==> config.mk <==
export PLATFORM = sky130hd
export DESIGN_NAME = buf_rights_decode
export DESIGN_NICKNAME = d
export VERILOG_FILES = /design/src/rtl/buf_chk_pkg.sv /design/src/rtl/buf_rights_decode.sv
export SDC_FILE = /design/constraint.sdc
export NUM_CORES = 1
export LEC_CHECK = 0
export ABC_AREA = 1
export BUFFER_PORTS_ARGS = -buffer_cell sky130_fd_sc_hd__buf_2
export CORE_AREA = 3 3 40 42
export DETAILED_ROUTE_END_ITERATION = 10
export DIE_AREA = 0 0 43 45
export PLACE_DENSITY = 0.4
export SLEW_MARGIN = 40
export SYNTH_ARGS = -nofsm -noshare
export SYNTH_HDL_FRONTEND = slang
export SYNTH_SLANG_ARGS = --single-unit
export TNS_END_PERCENT = 100
==> constraint.sdc <==
create_clock -name vclk -period 1.15
set_input_delay 0.23 -clock vclk [all_inputs]
set_output_delay 0.23 -clock vclk [all_outputs]
set_load 0.05 [all_outputs]
==> src/rtl/buf_chk_pkg.sv <==
package buf_chk_pkg;

    typedef enum logic [1:0] {
        ST_IDLE,
        ST_REQUEST,
        ST_AWAIT,
        ST_FINISH
    } chk_state_e;

    localparam int RIGHTS_CODE_W = 4;
    localparam int RIGHTS_CODES  = 1 << RIGHTS_CODE_W;

endpackage

==> src/rtl/buf_rights_decode.sv <==
module buf_rights_decode
    import buf_chk_pkg::*;
#(
    parameter int RESP_W     = 32,
    parameter int VALID_LSB  = 0,
    parameter int VALID_W    = 2,
    parameter int RIGHTS_LSB = 8,
    parameter logic [RIGHTS_CODES-1:0] KERN_RD_OK = 16'h1FDE,
    parameter logic [RIGHTS_CODES-1:0] KERN_WR_OK = 16'h19F8,
    parameter logic [RIGHTS_CODES-1:0] USER_RD_OK = 16'h1FC0,
    parameter logic [RIGHTS_CODES-1:0] USER_WR_OK = 16'h1860
) (
    input  logic [RESP_W-1:0] resp,
    input  logic              is_write,
    input  logic              is_user,
    output logic              allowed
);
    logic [RIGHTS_CODE_W-1:0] code;
    logic                     entry_hit;
    logic [RIGHTS_CODES-1:0]  sel_set;
    logic                     unused_resp;

    always_comb begin
        code      = resp[RIGHTS_LSB +: RIGHTS_CODE_W];
        entry_hit = |resp[VALID_LSB +: VALID_W];
        unique case ({is_user, is_write})
            2'b00:   sel_set = KERN_RD_OK;
            2'b01:   sel_set = KERN_WR_OK;
            2'b10:   sel_set = USER_RD_OK;
            default: sel_set = USER_WR_OK;
        endcase
        allowed = entry_hit && sel_set[code];
    end

    assign unused_resp = ^resp;

    // an entry without validity bits never grants access
    always_comb begin
        assert_invalid_denied_R4: assert (entry_hit || !allowed);
    end

endmodule

==> flow_summary_export.csv <==
group,metric,value,unit
timing,fin_ws,0.0135,ns
logic_synthesis,yosysWarnings,0,
logic_synthesis,yosysSeqAreaShare,0,%
worst_setup_path,cp_cell_sequence,"buf_8 -> nand2_4 -> nand2_2 -> nand2_2 -> nor2_2 -> nor2_2 -> a21oi_4 -> buf_6",
placement,io_buffers,9,
floorplanning,ioPinCount,35,
finish,mostFrequentLayoutCells,"nand2_1 (6), buf_2 (5), nand2_2 (4), inv_2 (3), nor2_2 (3)",
timing,slew-limit-headroom,91.5,%
floorplanning,core-area,1280,um^2
logic_synthesis,ys_types,7,
pwr,power_frac_seq,0,%
timing,min_period,1.14,ns
finish,nets,68,
pwr,p_total,0.000102,W
timing,fin_crit_sh,98.8,%
pwr,p_leak,0.120,nW
pwr,peakVddDrop,0.0587,mV
grt,grt_antenna_before_repair,0,
worst_setup_path,cp_slowest_cell,"buf_6",
grt,grtUsageTotal,2.90,%
worst_setup_path,cp-end-kind,"output pin",
timing,setup_tns,0,ns
grt,grt_pass1_vias,128,
worst_hold_path,min_path_type,"input pin to output pin",
logic_synthesis,syn-instance-count,23,
finish,drive_gt1_share,78.1,%
floorplanning,die_w,43,um
grt,overflow,0,
worst_setup_path,path_class,"input pin to output pin",
timing,hold_viol,0,
timing,worstMarginPinSlew,0.127,ns
pwr,p_switching,0.0000533,W
worst_setup_path,arrival,0.91,ns
grt,grt_max_degree,7,
finish,clkbuf_count,0,
job,maxCapViolations,0,
pwr,pwr-share-clk,0,%
finish,areaGrowthSynthToFinish,159,%
floorplanning,rows,13,
logic_synthesis,avgSynthCellArea,4.13,um^2
finish,fillers,150,
timing,setup_violations,0,
cts,hold_buffers,0,
pwr,p_sw_share,52.1,%
floorplanning,start_util,7.40,%
pwr,combPwrFrac,100.0,%
detailed_routing,detail_route.first_pass.iterations,1,
grt,grt_pass1_wl,462,um
worst_setup_path,critPathMaxStageDelay,0.16,ns
finish,fin_util,19.2,%
finish,final_common_cell,"nand2_1",
detailed_routing,wl_per_cell,6.06,um
placement,dp_slack,-0.146,ns
finish,regArea,0,um^2
placement,gp_congestion,0.626,
outcome,status,"complete, no violations",
pwr,powerDensity,415,nW/um^2
worst_setup_path,cp.required,0.92,ns
worst_setup_path,critPathLaunchType,"input pin",
floorplanning,die-area,1940,um^2
timing,fmax,880,MHz
detailed_routing,post-route-drc-count,0,
detailed_routing,drt_wl_total,285,um
detailed_routing,drt_iter0_markers,0,
worst_setup_path,crit_fanout,5,
timing,rsz0062_at_grt,"yes",
detailed_routing,via_per_inst,3.43,
finish,diodes,0,
detailed_routing,route.vias.total,161,
cts,cts_setup_buffers,0,
logic_synthesis,syn_nets,57,
logic_synthesis,syn_area,95.1,um^2
finish,flops_and_latches,0,
detailed_routing,antenna_left,0,
timing,finalMaxSlewViolations,0,
pwr,p_int,0.0000490,W
floorplanning,die_height,45,um
## layer usage
| metal | routed length [um] | vias to the layer above | global-route usage, % |
|---|---|---|---|
| li1 | - | 90 | - |
| met1 | 97 | 69 | 3.57 |
| met2 | 169 | 2 | 5.69 |
| met3 | 17 | 0 | 0.398 |
| met4 | 0 | 0 | 0 |
| met5 | 0 | - | 0 |
## timing repair
item	in CTS	in global routing
endpoints found under the setup margin	1	1
gates resized for setup	12	14
pin swaps	4	11
## cell families (layout without fill, tap and decap cells)
kind of cell / Yosys count / count (layout) / synth area share (%)
buffers and inverters: 3 / 12 / 11.8
AOI/OAI and AO/OA: 2 / 2 / 10.5
and+or+nand+nor: 18 / 18 / 77.6
## power by group through the flow
stage / clock (W) / sequential, W / combinational (W)
after detailed placement: 0 / 0 / 0.0000692
after floorplan: 0 / 0 / 0.0000442
after global placement: 0 / 0 / 0.0000690
after global routing: 0 / 0 / 0.000111
after CTS: 0 / 0 / 0.0000864
final: 0 / 0 / 0.000102
## critical path: cells and delay by family
family                 cells  cell delay [ns]
AND/OR/NAND/NOR            5             0.30
buffers and inverters      2             0.25
AO/OA/AOI/OAI              1             0.11
## metrics by stage
stage	instances	instance area [um^2]	hold slack [ns]
3_5_place_dp	47	170	0.933
5_1_grt	47	246	0.860
6_report	47	246	0.842
3_3_place_gp	47	170	0.930
4_1_cts	47	208	0.870
2_1_floorplan	23	106	0.674
## Yosys cell counts
library cell / instances / area (um^2)
nand3_1: 3 / 15.0
inv_1: 3 / 11.3
nand2_1: 11 / 41.3
o21ai_0: 1 / 5.00
nor2_1: 3 / 11.3
or2_2: 1 / 6.26
a21oi_1: 1 / 5.00
## final timing paths
path,from,to,depth (start not counted)
worst max-delay path,resp[9],allowed,8
worst min-delay path,resp[10],allowed,4
## layout make-up
| type | instances | area [um^2] | share of cell area (%) |
|---|---|---|---|
| inverters | 3 | 11.3 | 4.57 |
| multi-input cells | 20 | 134 | 54.3 |
| well taps | 15 | 18.8 | 7.61 |
| repair buffers | 9 | 82.6 | 33.5 |
(Power assumes the default switching activity.)
